**src/rtl/irq_msg_pkg.sv**
```systemverilog
package irq_msg_pkg;

    // number of interrupt sources and spacing of their status fields
    localparam int unsigned NSRC         = 3;
    localparam int unsigned FIELD_STRIDE = 8;
    localparam int unsigned STAT_W       = 64;

    typedef enum logic [1:0] {
        SLOT_IDLE   = 2'd0,
        SLOT_WAIT   = 2'd1,
        SLOT_ACTIVE = 2'd2
    } slot_st_e;

    typedef enum logic [1:0] {
        ENG_IDLE = 2'd0,
        ENG_REQ  = 2'd1,
        ENG_RSP  = 2'd2
    } eng_st_e;

endpackage

```
**src/rtl/irq_src_slot.sv**
```systemverilog
module irq_src_slot
    import irq_msg_pkg::*;
(
    input  logic clk,
    input  logic rst_n,
    input  logic trig_i,
    input  logic grant_i,
    input  logic done_i,
    input  logic done_err_i,
    input  logic clr_i,
    output logic busy_o,
    output logic wait_o,
    output logic err_o
);

    typedef struct packed {
        slot_st_e st;
        logic     again;
        logic     err;
    } slot_t;

    slot_t slot_d, slot_q;
    logic  again_n;

    always_comb begin
        slot_d  = slot_q;
        again_n = slot_q.again | trig_i;
        unique case (slot_q.st)
            SLOT_IDLE: begin
                if (trig_i) slot_d.st = SLOT_WAIT;
            end
            SLOT_WAIT: begin
                // repeat triggers merge into the queued write
                if (grant_i) slot_d.st = SLOT_ACTIVE;
            end
            SLOT_ACTIVE: begin
                if (done_i) begin
                    slot_d.st    = again_n ? SLOT_WAIT : SLOT_IDLE;
                    slot_d.again = 1'b0;
                end else begin
                    slot_d.again = again_n;
                end
            end
            default: slot_d.st = SLOT_IDLE;
        endcase
        // clear first, a fresh error response overrides it
        if (clr_i)                slot_d.err = 1'b0;
        if (done_i && done_err_i) slot_d.err = 1'b1;
    end

    always_ff @(posedge clk or negedge rst_n) begin
        if (!rst_n) begin
            slot_q <= '{st: SLOT_IDLE, again: 1'b0, err: 1'b0};
        end else begin
            slot_q <= slot_d;
        end
    end

    assign busy_o = (slot_q.st != SLOT_IDLE);
    assign wait_o = (slot_q.st == SLOT_WAIT);
    assign err_o  = slot_q.err;

    p_err_sticky_r5: assert property (@(posedge clk) disable iff (!rst_n)
        err_o && !clr_i |=> err_o);
    p_err_set_wins_r10: assert property (@(posedge clk) disable iff (!rst_n)
        done_i && done_err_i |=> err_o);
    p_busy_until_done_r3: assert property (@(posedge clk) disable iff (!rst_n)
        busy_o && !done_i |=> busy_o);
    p_grant_when_waiting_r8: assert property (@(posedge clk) disable iff (!rst_n)
        grant_i |-> wait_o);

endmodule

```
**src/rtl/irq_msg_engine.sv**
```systemverilog
module irq_msg_engine
    import irq_msg_pkg::*;
#(
    parameter int unsigned N      = 3,
    parameter int unsigned ADDR_W = 32,
    parameter int unsigned DATA_W = 32
) (
    input  logic                clk,
    input  logic                rst_n,
    input  logic [N-1:0]        wait_i,
    input  logic [N*ADDR_W-1:0] addr_i,
    input  logic [N*DATA_W-1:0] data_i,
    output logic [N-1:0]        grant_o,
    output logic [N-1:0]        done_o,
    output logic                done_err_o,
    output logic                wr_req_o,
    output logic [ADDR_W-1:0]   wr_addr_o,
    output logic [DATA_W-1:0]   wr_data_o,
    input  logic                wr_ack_i,
    input  logic                rsp_valid_i,
    input  logic                rsp_err_i
);

    localparam int unsigned OW = (N > 1) ? $clog2(N) : 1;

    typedef struct packed {
        eng_st_e           st;
        logic [OW-1:0]     owner;
        logic [ADDR_W-1:0] addr;
        logic [DATA_W-1:0] data;
    } eng_t;

    eng_t          eng_d, eng_q;
    logic [OW-1:0] sel;
    logic          any_wait;

    // highest index wins: critical (2) above recovery (1) above fault (0)
    always_comb begin
        sel      = '0;
        any_wait = 1'b0;
        for (int i = 0; i < int'(N); i++) begin
            if (wait_i[i]) begin
                sel      = OW'(i);
                any_wait = 1'b1;
            end
        end
    end

    always_comb begin
        eng_d   = eng_q;
        grant_o = '0;
        done_o  = '0;
        unique case (eng_q.st)
            ENG_IDLE: begin
                if (any_wait) begin
                    grant_o[sel] = 1'b1;
                    eng_d.st     = ENG_REQ;
                    eng_d.owner  = sel;
                    eng_d.addr   = addr_i[sel*ADDR_W +: ADDR_W];
                    eng_d.data   = data_i[sel*DATA_W +: DATA_W];
                end
            end
            ENG_REQ: begin
                if (wr_ack_i) eng_d.st = ENG_RSP;
            end
            ENG_RSP: begin
                if (rsp_valid_i) begin
                    done_o[eng_q.owner] = 1'b1;
                    eng_d.st            = ENG_IDLE;
                end
            end
            default: eng_d.st = ENG_IDLE;
        endcase
    end

    always_ff @(posedge clk or negedge rst_n) begin
        if (!rst_n) begin
            eng_q <= '{st: ENG_IDLE, owner: '0, addr: '0, data: '0};
        end else begin
            eng_q <= eng_d;
        end
    end

    assign wr_req_o   = (eng_q.st == ENG_REQ);
    assign wr_addr_o  = eng_q.addr;
    assign wr_data_o  = eng_q.data;
    assign done_err_o = rsp_err_i;

    p_req_hold_r2: assert property (@(posedge clk) disable iff (!rst_n)
        wr_req_o && !wr_ack_i |=> wr_req_o && $stable(wr_addr_o) && $stable(wr_data_o));
    p_grant_onehot_r9: assert property (@(posedge clk) disable iff (!rst_n)
        $onehot0(grant_o));
    p_no_grant_busy_r9: assert property (@(posedge clk) disable iff (!rst_n)
        wr_req_o |-> (grant_o == '0));
    p_done_single_r8: assert property (@(posedge clk) disable iff (!rst_n)
        $countones(done_o) <= 1);

    for (genvar g = 0; g < int'(N); g++) begin : g_prio
        p_priority_r9: assert property (@(posedge clk) disable iff (!rst_n)
            grant_o[g] |-> ((wait_i >> (g + 1)) == '0));
    end

endmodule

```
**src/rtl/irq_stat_regif.sv**
```systemverilog
module irq_stat_regif
    import irq_msg_pkg::*;
#(
    parameter int unsigned     N           = 3,
    parameter int unsigned     REG_AW      = 12,
    parameter logic [REG_AW-1:0] STAT_OFFSET = 12'hEF8,
    parameter bit              CFG_EN      = 1'b1
) (
    input  logic              clk,
    input  logic              rst_n,
    input  logic              reg_wr_i,
    input  logic              reg_rd_i,
    input  logic [REG_AW-1:0] reg_addr_i,
    input  logic [STAT_W-1:0] reg_wdata_i,
    input  logic [N-1:0]      busy_i,
    input  logic [N-1:0]      err_i,
    output logic [N-1:0]      clr_o,
    output logic [STAT_W-1:0] reg_rdata_o
);

    typedef struct packed {
        logic [STAT_W-1:0] rdata;
    } rif_t;

    rif_t              rif_d, rif_q;
    logic              hit;
    logic [STAT_W-1:0] status;
    logic [STAT_W-1:0] wmask;

    assign hit = (reg_addr_i == STAT_OFFSET);

    // assemble status word and clear strobes from the per-source fields
    for (genvar g = 0; g < int'(N); g++) begin : g_field
        if (CFG_EN) begin : g_on
            assign clr_o[g] = reg_wr_i && hit && reg_wdata_i[g*FIELD_STRIDE + 1];
        end else begin : g_off
            assign clr_o[g] = 1'b0;
        end
    end

    always_comb begin
        status = '0;
        wmask  = '0;
        for (int i = 0; i < int'(N); i++) begin
            wmask[i*FIELD_STRIDE + 1] = 1'b1;
            if (CFG_EN) begin
                status[i*FIELD_STRIDE]     = busy_i[i];
                status[i*FIELD_STRIDE + 1] = err_i[i];
            end
        end
    end

    logic unused_wdata;
    assign unused_wdata = ^(reg_wdata_i & ~wmask);

    always_comb begin
        rif_d       = rif_q;
        rif_d.rdata = (reg_rd_i && hit) ? status : '0;
    end

    always_ff @(posedge clk or negedge rst_n) begin
        if (!rst_n) begin
            rif_q <= '{rdata: '0};
        end else begin
            rif_q <= rif_d;
        end
    end

    assign reg_rdata_o = rif_q.rdata;

    p_idle_rdata_zero_r7: assert property (@(posedge clk) disable iff (!rst_n)
        !reg_rd_i |=> (reg_rdata_o == '0));
    p_miss_rdata_zero_r7: assert property (@(posedge clk) disable iff (!rst_n)
        reg_rd_i && !hit |=> (reg_rdata_o == '0));
    p_no_clr_on_read_r6: assert property (@(posedge clk) disable iff (!rst_n)
        !reg_wr_i |-> (clr_o == '0));

endmodule

```
**src/rtl/irq_msg_tracker.sv**
```systemverilog
module irq_msg_tracker
    import irq_msg_pkg::*;
#(
    parameter int unsigned       ADDR_W      = 32,
    parameter int unsigned       DATA_W      = 32,
    parameter int unsigned       REG_AW      = 12,
    parameter logic [REG_AW-1:0] STAT_OFFSET = 12'hEF8,
    parameter bit                CFG_EN      = 1'b1
) (
    input  logic                   clk,
    input  logic                   rst_n,
    input  logic [2:0]             trig_i,
    input  logic [3*ADDR_W-1:0]    msg_addr_i,
    input  logic [3*DATA_W-1:0]    msg_data_i,
    output logic                   wr_req_o,
    output logic [ADDR_W-1:0]      wr_addr_o,
    output logic [DATA_W-1:0]      wr_data_o,
    input  logic                   wr_ack_i,
    input  logic                   rsp_valid_i,
    input  logic                   rsp_err_i,
    input  logic                   reg_wr_i,
    input  logic                   reg_rd_i,
    input  logic [REG_AW-1:0]      reg_addr_i,
    input  logic [63:0]            reg_wdata_i,
    output logic [63:0]            reg_rdata_o
);

    localparam int unsigned N = NSRC;

    logic [N-1:0] trig_eff;
    logic [N-1:0] grant, done, busy, waiting, err, clr;
    logic         done_err;

    assign trig_eff = CFG_EN ? trig_i : '0;

    for (genvar g = 0; g < int'(N); g++) begin : g_slot
        irq_src_slot u_slot (
            .clk        (clk),
            .rst_n      (rst_n),
            .trig_i     (trig_eff[g]),
            .grant_i    (grant[g]),
            .done_i     (done[g]),
            .done_err_i (done_err),
            .clr_i      (clr[g]),
            .busy_o     (busy[g]),
            .wait_o     (waiting[g]),
            .err_o      (err[g])
        );
    end

    irq_msg_engine #(
        .N      (N),
        .ADDR_W (ADDR_W),
        .DATA_W (DATA_W)
    ) u_engine (
        .clk         (clk),
        .rst_n       (rst_n),
        .wait_i      (waiting),
        .addr_i      (msg_addr_i),
        .data_i      (msg_data_i),
        .grant_o     (grant),
        .done_o      (done),
        .done_err_o  (done_err),
        .wr_req_o    (wr_req_o),
        .wr_addr_o   (wr_addr_o),
        .wr_data_o   (wr_data_o),
        .wr_ack_i    (wr_ack_i),
        .rsp_valid_i (rsp_valid_i),
        .rsp_err_i   (rsp_err_i)
    );

    irq_stat_regif #(
        .N           (N),
        .REG_AW      (REG_AW),
        .STAT_OFFSET (STAT_OFFSET),
        .CFG_EN      (CFG_EN)
    ) u_regif (
        .clk         (clk),
        .rst_n       (rst_n),
        .reg_wr_i    (reg_wr_i),
        .reg_rd_i    (reg_rd_i),
        .reg_addr_i  (reg_addr_i),
        .reg_wdata_i (reg_wdata_i),
        .busy_i      (busy),
        .err_i       (err),
        .clr_o       (clr),
        .reg_rdata_o (reg_rdata_o)
    );

    p_one_busy_engine_r9: assert property (@(posedge clk) disable iff (!rst_n)
        $countones(busy & ~waiting) <= 1);

    if (!CFG_EN) begin : g_off_chk
        p_disabled_quiet_r11: assert property (@(posedge clk) disable iff (!rst_n)
            !wr_req_o && (reg_rdata_o == '0));
    end

endmodule

```
**config.mk**
```make
export PLATFORM = sky130hd
export DESIGN_NAME = irq_msg_tracker
export DESIGN_NICKNAME = d
export VERILOG_FILES = /design/src/rtl/irq_msg_pkg.sv /design/src/rtl/irq_src_slot.sv /design/src/rtl/irq_msg_engine.sv /design/src/rtl/irq_stat_regif.sv /design/src/rtl/irq_msg_tracker.sv
export SDC_FILE = /design/constraint.sdc
export NUM_CORES = 1
export LEC_CHECK = 0
export ABC_AREA = 0
export BUFFER_PORTS_ARGS = -buffer_cell sky130_fd_sc_hd__buf_4
export CAP_MARGIN = 20
export CORE_AREA = 2 2 157 159
export DETAILED_ROUTE_END_ITERATION = 8
export DIE_AREA = 0 0 159 161
export SETUP_SLACK_MARGIN = 0.1
export SLEW_MARGIN = 5
export SYNTH_ARGS = -nofsm -noshare
export SYNTH_HDL_FRONTEND = slang
export SYNTH_SLANG_ARGS = --single-unit
```
**constraint.sdc**
```tcl
create_clock -name clk -period 1.8 [get_ports clk]
set_input_delay 0.36 -clock clk [delete_from_list [all_inputs] [get_ports clk]]
set_output_delay 0.36 -clock clk [all_outputs]
set_load 0.02 [all_outputs]
```
==> PnR_summary.wiki, run 1 <==
{| class="wikitable"
! Metric !! Value
|-
| Outcome || finished clean
|-
| DP Wirelength || 12600 um
|-
| Post-synthesis instance area || 5370 um^2
|-
| Number of different library cells in the post-synthesis netlist || 34
|-
| Terminus of the critical flop-to-flop path || u_engine.wr_addr_o[24]
|-
| Number of global-route vias before repair || 4792
|-
| Average cell area after synthesis || approximately 8.6 um^2
|-
| Cell mode on critical path || sky130_fd_sc_hd__buf_4
|-
| Clock sink count || between 80 and 90
|-
| I/O Buffers || between 200 and 300
|-
| Top flip-flop cell by instance count after synthesis || sky130_fd_sc_hd__dfrtp_1
|-
| Global-route wire length before repair || approximately 26000 um
|-
| Number of I/O pins || 407
|-
| Core footprint || 24000 um^2
|-
| Via density || 4.33
|-
| Number of antenna violations at the first check in global routing || 0
|-
| Number of remaining DRC errors || 0
|-
| Number of non-filler instances in the completed layout || 1176
|-
| Max IR drop VDD || 0.762 mV
|-
| Cell count after placement || 1153
|-
| Worst Max-Slew Pin Slew || 0.568 ns
|-
| Post-route total power || 13800 uW
|-
| Yosys warns || 0
|-
| Pins over their slew limit || 0
|-
| Delay of the slowest cell on the worst path || 0.37 ns
|-
| # Max-Cap Violations || 0
|-
| Number of buffers between clock root and the deepest sink || 2
|-
| Final period util || 91.9%
|-
| Worst setup SP type || flip-flop
|-
| Synthesis-to-finish area growth || 45.1%
|-
| Final setup vio count || 0
|-
| Cell Pwr Density || 1780 nW/um^2
|-
| Multi-input logic area || 2370 um^2
|-
| Standard-cell rows || between 50 and 60
|-
| Cell-by-cell listing of the critical path || nor2b_1 -> buf_4 -> o31ai_4 -> buf_4 -> clkbuf_16 -> a311oi_1 -> a21o_1
|-
| Slew headroom || just over 60%
|-
| Clock slew seen by the registers of the worst setup and hold paths || 0.08 ns
|-
| Upper clock frequency limit || between 600 and 700 MHz
|-
| Library cell used as clock root buffer || sky130_fd_sc_hd__clkbuf_16
|-
| Cell area after placement || 7340 um^2
|-
| Number of fillers in the final layout || approximately 2500
|-
| Critical path endpoint category || flip-flop
|-
| Crit path max-delay family || buffers and inverters
|-
| Crit path DAT || 1.89 ns
|-
| Share of synthesized registers carrying an async set or reset || 100%
|-
| Crit path max-delay cell type || sky130_fd_sc_hd__dfrtp_1
|-
| Pin count of the biggest net entering global routing || just under 90
|-
| Detailed-route wire length || 17700 um
|-
| Setup CP Type || flip-flop to flip-flop
|-
| Width of the die || 159 um
|-
| DIE AREA || about 26000 um^2
|-
| Leakage || 0.00405 uW
|-
| Time the worst path needs with I/O delays and setup || roughly 1.7 ns
|-
| Num CTS Buffers || 9
|-
| DR iter-0 viols || 285
|-
| EDFF count, synth || 0
|-
| Htree depth || 3
|-
| Via count || just over 5000
|-
| Buffer and inverter count on the worst path || 3
|-
| Die Height || ~160 um
|-
| Final routed wire length divided by cell count || ~15 um
|-
| Number of flip-flops and latches in the synthesized netlist || 86
|-
| R2R Path Start || g_slot[0].u_slot.slot_q[2]
|-
| Sequential share of the synthesized area || 40.1%
|-
| Class of the most critical hold timing path || primary input to asynchronous set/reset pin
|-
| Reg-to-reg slack, setup || 0.15 ns
|-
| Overflow left after global routing || 0
|-
| Synthesized netlist cell count || 622
|-
| Final standard cell area without fillers || 7800 um^2
|-
| Net count, final || approximately 1100
|-
| Clock skew || 0.0158 ns
|-
| Area taken by flip-flops and latches || 2150 um^2
|-
| Worst-Skew Late Latency || 0.35 ns
|-
| Final Hold Viols || 0
|-
| Worst-path maximum fanout || 31
|-
| Final Wtd Congestion || 0.901
|-
| Setup repair after global routing missed its margin || true
|-
| Antenna diode count || 0
|-
| Post-Route Setup TNS || 0 ns
|-
| R2R cell count || 7
|-
| Proportion of layout cells with a drive suffix above 1 || between 40% and 50%
|-
| Antenna Violating Nets Remaining || 0
|-
| All-layer global routing usage || 12.8%
|-
| TritonCTS clock tree || built
|-
| First-pass iteration count of the detailed router || 4
|-
| Initial Util || 22.4%
|-
| Worst EP required || 2.03 ns
|}
[power breakdown]
group	leakage [uW]	internal, uW	switching, uW	total [uW]
logic	0.00285	3780	4770	8540
clock network	0.000151	997	915	1910
registers	0.00105	2880	510	3390
[stage by stage]
step / utilization [%] / worst slack, ns / hold WS [ns]
global route: 32.5 / 0.0589 / 0.0804
CTS: 32.0 / 0.113 / 0.0540
finish: 32.5 / 0.146 / 0.0436
floorplan: - / 0.220 / 0.0644
global placement: 30.6 / 0.000925 / 0.440
detailed placement: 30.6 / -0.0224 / 0.444
[worst max-delay path by stage]
stage	start	to	slack (ns)	cells after the start
after floorplan	g_slot[2].u_slot.slot_q[2]	u_engine.eng_q[64]	0.22	7
after global placement	g_slot[2].u_slot.slot_q[2]	u_engine.wr_addr_o[12]	0.0009	5
after detailed placement	g_slot[1].u_slot.slot_q[3]	u_engine.wr_addr_o[26]	-0.02	4
after CTS	g_slot[2].u_slot.slot_q[3]	u_engine.wr_data_o[2]	0.11	6
after global routing	g_slot[0].u_slot.slot_q[2]	u_engine.wr_data_o[19]	0.06	7
final	g_slot[0].u_slot.slot_q[2]	u_engine.wr_addr_o[24]	0.15	7
[state kept, by name, indices dropped and copies added, names as in the netlist]
name,flops
u_engine.wr_data_o,32
u_regif.reg_rdata_o,6
g_slot.u_slot.err_o,3
u_engine.wr_addr_o,32
u_engine.eng_q,4
g_slot.u_slot.slot_q,9
[area by class of cell]
| class | count | area share, % |
|---|---|---|
| repair buffers | 320 | 32.7 |
| multi-input cells | 429 | 30.4 |
| flip-flops and latches | 86 | 27.6 |
| well taps | 324 | 5.20 |
| clock buffers | 9 | 2.89 |
| clock inverters | 7 | 1.11 |
| inverters | 1 | 0.0481 |
[worst reg2reg max path, stage by stage, from the launching register on]
cell                        delay [ns]
sky130_fd_sc_hd__dfrtp_1          0.37
sky130_fd_sc_hd__nor2b_1          0.12
sky130_fd_sc_hd__buf_4            0.15
sky130_fd_sc_hd__o31ai_4          0.24
sky130_fd_sc_hd__buf_4            0.16
sky130_fd_sc_hd__clkbuf_16        0.20
sky130_fd_sc_hd__a311oi_1         0.12
sky130_fd_sc_hd__a21o_1           0.17
[what timing repair did]
action	CTS	global route
endpoints found under the setup margin	15	54
setup buffers	0	4
cloned	0	3
gates resized for setup	4	10
pin swaps	0	2
hold buffers	0	0
[cells in the final DEF, fill, tap and decap left out, drive strengths merged]
cell type  Yosys  layout
clkbuf        16      12
nand2b         6       6
a22o           5       5
or3b           1       1
a311oi        50      50
o221ai         3       3
nor4           1       1
o31a           1       1
a221oi        11      11
nand2        112     112
nor2          76      76
a21oi         13      13
and3           1       1
nor3           1       1
conb           1      58
nand3b         1       1
o31ai          2       2
nand3          1       1
buf          147     317
and2           4       4
nor2b          6       6
a21o          51      51
nand4          5       5
a211oi         1       1
o2bb2ai       11      11
inv            1       5
dfrtp         86      86
clkinv         0       3
and4b          1       1
nor3b          1       1
o21ai          6       6
[Yosys cell counts, drive strengths merged (2+ instances only)]
| cell | count | share of area, % |
|---|---|---|
| a21o | 51 | 7.1 |
| a21oi | 13 | 1.2 |
| a221oi | 11 | 1.8 |
| a22o | 5 | 0.82 |
| a311oi | 50 | 8.2 |
| and2 | 4 | 0.47 |
| buf | 147 | 19 |
| clkbuf | 16 | 1.1 |
| dfrtp | 86 | 40 |
| nand2 | 112 | 7.8 |
| nand2b | 6 | 0.70 |
| nand4 | 5 | 0.58 |
| nor2 | 76 | 5.3 |
| nor2b | 6 | 0.70 |
| o21ai | 6 | 0.56 |
| o221ai | 3 | 0.49 |
| o2bb2ai | 11 | 1.8 |
| o31ai | 2 | 0.54 |
[routing by layer]
metal / global-route usage, % / vias up / routed length (um)
li1: - / 2437 / -
met1: 15.3 / 2400 / 7620
met2: 22.1 / 233 / 8580
met3: 3.39 / 22 / 1210
met4: 4.38 / 0 / 334
met5: 0 / - / 0
[logic make-up after synthesis]
logic type | count (synthesis) | share of synthesized area [%]
buffers and inverters | 164 | 20.5
AND/OR/NAND/NOR | 217 | 16.6
other | 1 | 0.0698
flip-flops | 86 | 40.1
AO/OA/AOI/OAI | 154 | 22.8
(Power assumes the default switching activity.)
==> inputs of run 2 (changes only) <==
--- a/config.mk
+++ b/config.mk
@@ -11,8 +11,10 @@
 export CORE_AREA = 2 2 157 159
 export DETAILED_ROUTE_END_ITERATION = 8
 export DIE_AREA = 0 0 159 161
+export PLACE_DENSITY = 0.56
 export SETUP_SLACK_MARGIN = 0.1
 export SLEW_MARGIN = 5
 export SYNTH_ARGS = -nofsm -noshare
 export SYNTH_HDL_FRONTEND = slang
+export SYNTH_HIERARCHICAL = 1
 export SYNTH_SLANG_ARGS = --single-unit
==> run 2 against run 1 <==
Worst hold slack gained 0.16 ns. Worst setup slack gained 0.013 ns. Sequential cell count is the same. Largest power group unchanged. Design area grew 5.9%. Sequential power shrank 4%. Synthesized cell count shrank 5.6%.
==> PnR_summary.wiki, run 2 <==
{| class="wikitable"
! Metric !! Value
|-
| Outcome || finished clean
|-
| Number of antenna violations at the first check in global routing || 0 (unchanged)
|-
| Core footprint || 24000 um^2 (unchanged)
|-
| Sequential cell fraction of total power || 23.5% (-1.0 points)
|-
| Overflow left after global routing || 0 (unchanged)
|-
| Time the worst path needs with I/O delays and setup || 1.64 ns (-0.0128 ns)
|-
| First-pass iteration count of the detailed router || 4 (unchanged)
|-
| Yosys warns || 6 (+6)
|-
| Synthesis-to-finish area growth || 42.6%
|-
| Pre-CTS worst setup slack || 0.120 ns (+0.142 ns)
|-
| Leakage || 0.00405 uW (about the same)
|-
| Number of flip-flops and latches in the synthesized netlist || 86 (unchanged)
|-
| Cell area after placement || 7760 um^2 (+5.7%)
|-
| Number of I/O pins || 407 (unchanged)
|-
| Number of remaining DRC errors || 0 (unchanged)
|-
| Worst Max-Slew Pin Slew || 0.568 ns (-0.000216 ns)
|-
| Setup repair after global routing missed its margin || true
|-
| Relative contribution of combinational cells to total power || 61.9% (+0.2 points)
|-
| Final period util || 91.2% (-0.71 points)
|-
| Die Height || 161 um (unchanged)
|-
| Average cell area after synthesis || 9.86 um^2 (+14%)
|-
| Final standard cell area without fillers || 8260 um^2 (+5.9%)
|-
| EDFF count, synth || 0 (unchanged)
|-
| Class of the most critical hold timing path || primary input to flip-flop
|-
| Number of non-filler instances in the completed layout || 1148 (-2.4%)
|-
| Largest cells by area after synthesis || sky130_fd_sc_hd__dfrtp_1 (37%), sky130_fd_sc_hd__buf_4 (17%), sky130_fd_sc_hd__mux2_2 (12%), sky130_fd_sc_hd__mux2i_1 (11%), sky130_fd_sc_hd__o21ai_0 (9.8%)
|-
| Standard-cell rows || 57 (unchanged)
|-
| Proportion of layout cells with a drive suffix above 1 || 50.6% (+9.9 points)
|-
| Clock slew seen by the registers of the worst setup and hold paths || 0.07 ns (about the same)
|-
| Worst-Skew Late Latency || 0.34 ns (about the same)
|-
| Via count || 4824 (-5.3%)
|-
| TritonCTS clock tree || built
|-
| Antenna Violating Nets Remaining || 0 (unchanged)
|-
| Top flip-flop cell by instance count after synthesis || sky130_fd_sc_hd__dfrtp_1
|-
| Synthesized netlist cell count || 587 (-5.6%)
|-
| Cell Pwr Density || 1690 nW/um^2 (-4.9%)
|-
| Detailed-route wire length || 17600 um (-0.61%)
|-
| Worst-path maximum fanout || 8 (-74%)
|-
| Final Wtd Congestion || 0.740 (-18%)
|-
| Sequential share of the synthesized area || 37.2% (-2.9 points)
|-
| Area share of the largest cell type after synthesis || 37.2% (-2.9 points)
|-
| Htree depth || 3 (unchanged)
|-
| Post-Route Setup TNS || 0 ns (unchanged)
|-
| I/O Buffers || 287 (unchanged)
|-
| Area leader, netlist || sky130_fd_sc_hd__dfrtp_1
|-
| Final routed wire length divided by cell count || 15.4 um (+1.8%)
|-
| Slew headroom || 61.9% (-0.24 points)
|-
| Leading post-synthesis cells by instance count || sky130_fd_sc_hd__buf_4 (129), sky130_fd_sc_hd__o21ai_0 (113), sky130_fd_sc_hd__dfrtp_1 (86)
|-
| Number of fillers in the final layout || 2573 (+1.0%)
|-
| Upper clock frequency limit || 609 MHz (+0.78%)
|-
| Clock skew || 0.00970 ns (-0.00610 ns)
|-
| Clock sink count || 86 (unchanged)
|-
| Commonest non-fill, non-tap cells in the layout || sky130_fd_sc_hd__buf_4 (308), sky130_fd_sc_hd__o21ai_0 (112), sky130_fd_sc_hd__dfrtp_1 (86), sky130_fd_sc_hd__mux2_2 (64), sky130_fd_sc_hd__mux2i_1 (59)
|-
| Max IR drop VDD || 0.668 mV (-12%)
|-
| # Max-Cap Violations || 0 (unchanged)
|-
| Leading cell type in the layout, fill and taps excluded || sky130_fd_sc_hd__buf_4
|-
| Number of global-route vias before repair || 4908 (+2.4%)
|-
| Initial Util || 24.2% (+1.7 points)
|-
| Post-synthesis instance area || 5790 um^2 (+7.8%)
|-
| Global-route wire length before repair || 26300 um (+1.5%)
|-
| Uppermost metal layer occupied by signal nets || met4
|-
| Number of different library cells in the post-synthesis netlist || 32 (-5.9%)
|-
| Dominant cell by count in the synthesized netlist || sky130_fd_sc_hd__buf_4
|-
| M1 WL || 7440 um (-2.3%)
|-
| Final setup vio count || 0 (unchanged)
|-
| DR iter-0 viols || 154 (-46%)
|-
| Part of the power in the clock network || 14.6% (+0.8 points)
|-
| Worst setup SP type || flip-flop
|-
| Cell count after placement || 1120 (-2.9%)
|-
| Met3 WL || 1240 um (+2.5%)
|-
| Met2 wire length || 8820 um (+2.8%)
|-
| Num CTS Buffers || 9 (unchanged)
|-
| Pin count of the biggest net entering global routing || 46 (-47%)
|-
| All-layer global routing usage || 12.9% (+0.13 points)
|-
| Net count, final || 1097 (-2.5%)
|-
| Crit path DAT || 1.86 ns (-0.03 ns)
|-
| Antenna diode count || 0 (unchanged)
|-
| Setup CP Type || flip-flop to flip-flop
|-
| Worst path setup slack after routing || 0.159 ns (+0.0128 ns)
|-
| Number of buffers between clock root and the deepest sink || 2 (unchanged)
|-
| Critical path endpoint category || flip-flop
|-
| DP Wirelength || 12800 um (+1.6%)
|-
| DIE AREA || 25600 um^2 (unchanged)
|-
| Internal || 8230 uW (+7.5%)
|-
| P_sw || 5720 uW (-7.7%)
|-
| Worst EP required || 2.02 ns (about the same)
|-
| Sw frac || 41.0% (-3.7 points)
|-
| Pins over their slew limit || 0 (unchanged)
|-
| Share of synthesized registers carrying an async set or reset || 100% (unchanged)
|-
| Via density || 4.20 (-3.0%)
|-
| Final Hold Viols || 0 (unchanged)
|-
| Width of the die || 159 um (unchanged)
|-
| Library cell used as clock root buffer || sky130_fd_sc_hd__clkbuf_16
|}
## run 2: through the flow
step	hold WS, ns	power [uW]	utilization (%)
floorplan	0.0644	9350	-
global placement	0.312	11300	32.4
detailed placement	0.310	11400	32.4
CTS	0.187	13500	33.8
global route	0.206	15000	34.5
finish	0.208	14000	34.5
## run 2: cells by family (layout without fill, tap and decap cells)
logic type	Yosys count	count (layout)	share of synthesized area (%)
other	1	58	0.0648
AO/OA/AOI/OAI	147	147	13.3
buffers and inverters	167	347	19.8
multiplexers	128	128	23.5
flip-flops	86	86	37.2
AND/OR/NAND/NOR	58	58	6.16
## run 2: repair_timing
item                                   4_1_cts  5_1_grt
hold buffers                                 1        0
setup buffers                                0        7
resized for setup                            0        8
endpoints found under the hold margin       25        0
setup endpoints to repair                    0       24
## run 2: power groups by stage
| stage | combinational [uW] | clock [uW] | sequential (uW) |
|---|---|---|---|
| 5_1_grt | 9370 | 2210 | 3400 |
| 6_report | 8640 | 2040 | 3270 |
| 3_5_place_dp | 8110 | 0 | 3310 |
| 2_1_floorplan | 6160 | 0 | 3190 |
| 4_1_cts | 8120 | 2130 | 3280 |
| 3_3_place_gp | 8050 | 0 | 3250 |
## run 2: layout make-up
| class | instances | area (um^2) | share of cell area (%) |
|---|---|---|---|
| inverter | 8 | 32.5 | 0.394 |
| clock inverter | 7 | 96.3 | 1.17 |
| sequential | 86 | 2150 | 26.1 |
| multi-input combinational | 391 | 2750 | 33.2 |
| clock buffer | 9 | 225 | 2.73 |
| timing repair buffer | 323 | 2600 | 31.5 |
| tap | 324 | 405 | 4.91 |
## run 2: metal layers
| metal | vias to the layer above | global-route usage (%) |
|---|---|---|
| li1 | 2344 | - |
| met1 | 2259 | 15.5 |
| met2 | 215 | 22.7 |
| met3 | 6 | 3.83 |
| met4 | 0 | 3.10 |
| met5 | - | 0 |
## run 2: path summary, 6_finish.rpt
kind	from	to	slack, ns	cells after the start
max in group asynchronous	rst_n	u_engine/wr_data_o[26]	0.74	3
max	g_slot[1].u_slot/slot_q[3]	u_engine/wr_addr_o[27]	0.16	6
min	wr_ack_i	u_engine/eng_q[66]	0.21	2
max reg2reg	g_slot[1].u_slot/slot_q[3]	u_engine/wr_addr_o[27]	0.16	6
min in group asynchronous	rst_n	u_engine/wr_data_o[9]	0.49	2
min reg2reg	g_slot[0].u_slot/err_o	u_regif/reg_rdata_o[1]	0.50	2
## run 2: worst max-delay path, stage by stage, from the launching register on
cell and delay [ns]:
sky130_fd_sc_hd__dfrtp_1 0.40, sky130_fd_sc_hd__nor2b_4 0.19, sky130_fd_sc_hd__buf_4 0.17, sky130_fd_sc_hd__clkbuf_16 0.17, sky130_fd_sc_hd__mux2_2 0.34, sky130_fd_sc_hd__mux2i_1 0.16, sky130_fd_sc_hd__o21ai_0 0.09
==> inputs of run 3 (changes only) <==
--- a/config.mk
+++ b/config.mk
@@ -12,6 +12,7 @@
 export DETAILED_ROUTE_END_ITERATION = 8
 export DIE_AREA = 0 0 159 161
 export PLACE_DENSITY = 0.56
+export RECOVER_POWER = 25
 export SETUP_SLACK_MARGIN = 0.1
 export SLEW_MARGIN = 5
 export SYNTH_ARGS = -nofsm -noshare
==> run 3 against run 2 <==
Total power about the same. Sequential cell count unchanged. Sequential power about the same. Die area unchanged. Wire length about the same. Register-to-register slack about the same. Maximum frequency about the same. Combinational power about the same. Final cell count unchanged. Design area down 0.17%. Count of clock-buffer cells in the layout unchanged.
==> PnR_summary.wiki, run 3 (synthesized netlist as in run 2, its figures left out) <==
{| class="wikitable"
! Metric !! Value
|-
| Outcome || finished clean
|-
| Met2 wire length || 8810 um (about the same)
|-
| Pins over their slew limit || 0 (unchanged)
|-
| Time the worst path needs with I/O delays and setup || 1.64 ns (-0.0000400 ns)
|-
| Buffer and inverter count on the worst path || 2 (unchanged)
|-
| Final period util || 91.2% (about the same)
|-
| Final routed wire length divided by cell count || 15.4 um (about the same)
|-
| Clock sink count || 86 (unchanged)
|-
| Final core area utilization || 34.4% (-0.057 points)
|-
| Setup CP Type || flip-flop to flip-flop
|-
| I/O Buffers || 287 (unchanged)
|-
| Number of buffers between clock root and the deepest sink || 2 (unchanged)
|-
| Core footprint || 24000 um^2 (unchanged)
|-
| Critical path endpoint category || flip-flop
|-
| Worst EP required || 2.02 ns (about the same)
|-
| Proportion of layout cells with a drive suffix above 1 || 50.6% (unchanged)
|-
| Worst-Skew Late Latency || 0.34 ns (about the same)
|-
| Overflow left after global routing || 0 (unchanged)
|-
| Global-route wire length before repair || 26300 um (unchanged)
|-
| DR iter-0 viols || 155 (+0.65%)
|-
| Worst setup SP type || flip-flop
|-
| Via density || 4.20 (about the same)
|-
| # Max-Cap Violations || 0 (unchanged)
|-
| Detailed-route wire length || 17600 um (about the same)
|-
| All-layer global routing usage || 12.9% (unchanged)
|-
| Number of global-route vias before repair || 4908 (unchanged)
|-
| Worst path setup slack after routing || 0.159 ns (+0.0000400 ns)
|-
| DP Wirelength || 12800 um (unchanged)
|-
| Die Height || 161 um (unchanged)
|-
| DIE AREA || 25600 um^2 (unchanged)
|-
| Cell Pwr Density || 1690 nW/um^2 (+0.14%)
|-
| Crit path max-delay family || multiplexers
|-
| Post-route total power || 13900 uW (about the same)
|-
| Antenna Violating Nets Remaining || 0 (unchanged)
|-
| Clock skew || 0.00969 ns (-0.00000302 ns)
|-
| Clock slew seen by the registers of the worst setup and hold paths || 0.07 ns (about the same)
|-
| Leakage || 0.00405 uW (-0.11%)
|-
| Leading cell type in the layout, fill and taps excluded || sky130_fd_sc_hd__buf_4
|-
| Crit path DAT || 1.86 ns (about the same)
|-
| Cell-by-cell listing of the critical path || nor2b_4 -> buf_4 -> clkbuf_16 -> mux2_2 -> mux2i_1 -> o21ai_0
|-
| First-pass iteration count of the detailed router || 4 (unchanged)
|-
| Post-Route Setup TNS || 0 ns (unchanged)
|-
| Commonest non-fill, non-tap cells in the layout || sky130_fd_sc_hd__buf_4 (306), sky130_fd_sc_hd__o21ai_0 (112), sky130_fd_sc_hd__dfrtp_1 (86), sky130_fd_sc_hd__mux2_2 (64), sky130_fd_sc_hd__mux2i_1 (59)
|-
| Upper clock frequency limit || 609 MHz (about the same)
|-
| Final Hold Viols || 0 (unchanged)
|-
| Num CTS Buffers || 9 (unchanged)
|-
| Antenna diode count || 0 (unchanged)
|-
| M1 WL || 7440 um (about the same)
|-
| Width of the die || 159 um (unchanged)
|-
| Final setup vio count || 0 (unchanged)
|-
| Worst-path maximum fanout || 8 (unchanged)
|-
| Slew headroom || 53.2% (-8.7 points)
|-
| Pin count of the biggest net entering global routing || 46 (unchanged)
|-
| Initial Util || 24.2% (unchanged)
|-
| Htree depth || 3 (unchanged)
|-
| Class of the most critical hold timing path || primary input to flip-flop
|-
| Uppermost metal layer occupied by signal nets || met4
|-
| Net count, final || 1097 (unchanged)
|-
| Number of I/O pins || 407 (unchanged)
|-
| TritonCTS clock tree || built
|-
| Via count || 4825 (+0.021%)
|-
| Final Wtd Congestion || 0.740 (unchanged)
|-
| Crit path max-delay cell type || sky130_fd_sc_hd__dfrtp_1
|-
| Setup repair after global routing missed its margin || true
|-
| Pre-CTS worst setup slack || 0.120 ns (unchanged)
|-
| Worst Max-Slew Pin Slew || 0.702 ns (+0.134 ns)
|-
| Synthesis-to-finish area growth || 42.4%
|-
| Number of fillers in the final layout || 2575 (+0.078%)
|-
| Number of remaining DRC errors || 0 (unchanged)
|-
| Delay of the slowest cell on the worst path || 0.40 ns (about the same)
|-
| Number of antenna violations at the first check in global routing || 0 (unchanged)
|-
| Max IR drop VDD || 0.667 mV (-0.10%)
|-
| Library cell used as clock root buffer || sky130_fd_sc_hd__clkbuf_16
|-
| Standard-cell rows || 57 (unchanged)
|-
| Met3 WL || 1230 um (-0.56%)
|}
run 3: changes by cell type in the layout (fill, tap and decap cells not counted), sizes merged:
cell    delta
clkbuf     +2
buf        -2
run 3: through the flow:
| step | instances | cell area (um^2) | hold slack [ns] |
|---|---|---|---|
| 2_1_floorplan | 644 | 6010 | 0.0644 |
| 3_3_place_gp | 1120 | 7760 | 0.312 |
| 3_5_place_dp | 1120 | 7760 | 0.310 |
| 4_1_cts | 1137 | 8090 | 0.187 |
| 5_1_grt | 1148 | 8240 | 0.206 |
| 6_report | 1148 | 8240 | 0.208 |
run 3: report_power, final:
| group | switching [uW] | internal (uW) | total (uW) |
|---|---|---|---|
| Combinational | 4450 | 4180 | 8640 |
| Sequential | 448 | 2820 | 3270 |
| Clock | 815 | 1220 | 2040 |
| Total | 5720 | 8230 | 13900 |
run 3: area by class of cell:
type,count,area (um^2),share of cell area (%)
multi-input combinational,391,2750,33.3
timing repair buffer,323,2590,31.4
inverter,8,32.5,0.395
sequential,86,2150,26.1
tap,324,405,4.92
clock buffer,9,225,2.73
clock inverter,7,96.3,1.17
run 3: worst paths after layout:
kind,from,end,slack (ns),cells past startpoint
setup reg to reg,g_slot[1].u_slot/slot_q[3],u_engine/wr_addr_o[27],0.16,6
min in group asynchronous,rst_n,u_engine/wr_data_o[9],0.61,2
hold reg to reg,g_slot[0].u_slot/err_o,u_regif/reg_rdata_o[1],0.50,2
setup / recovery,g_slot[1].u_slot/slot_q[3],u_engine/wr_addr_o[27],0.16,6
hold / removal,wr_ack_i,u_engine/eng_q[66],0.21,2
max in group asynchronous,rst_n,u_engine/wr_addr_o[9],0.30,3
run 3: repair_timing:
item | CTS | global route
hold endpoints to repair | 25 | 0
setup buffers | 0 | 7
resized for setup | 0 | 8
hold buffers | 1 | 0
endpoints found under the setup margin | 0 | 24
run 3: metal layers:
layer  vias up  track usage, %
met5         -               0
met4         0            3.10
met3         6            3.83
met2       213            22.7
met1      2262            15.5
li1       2344               -
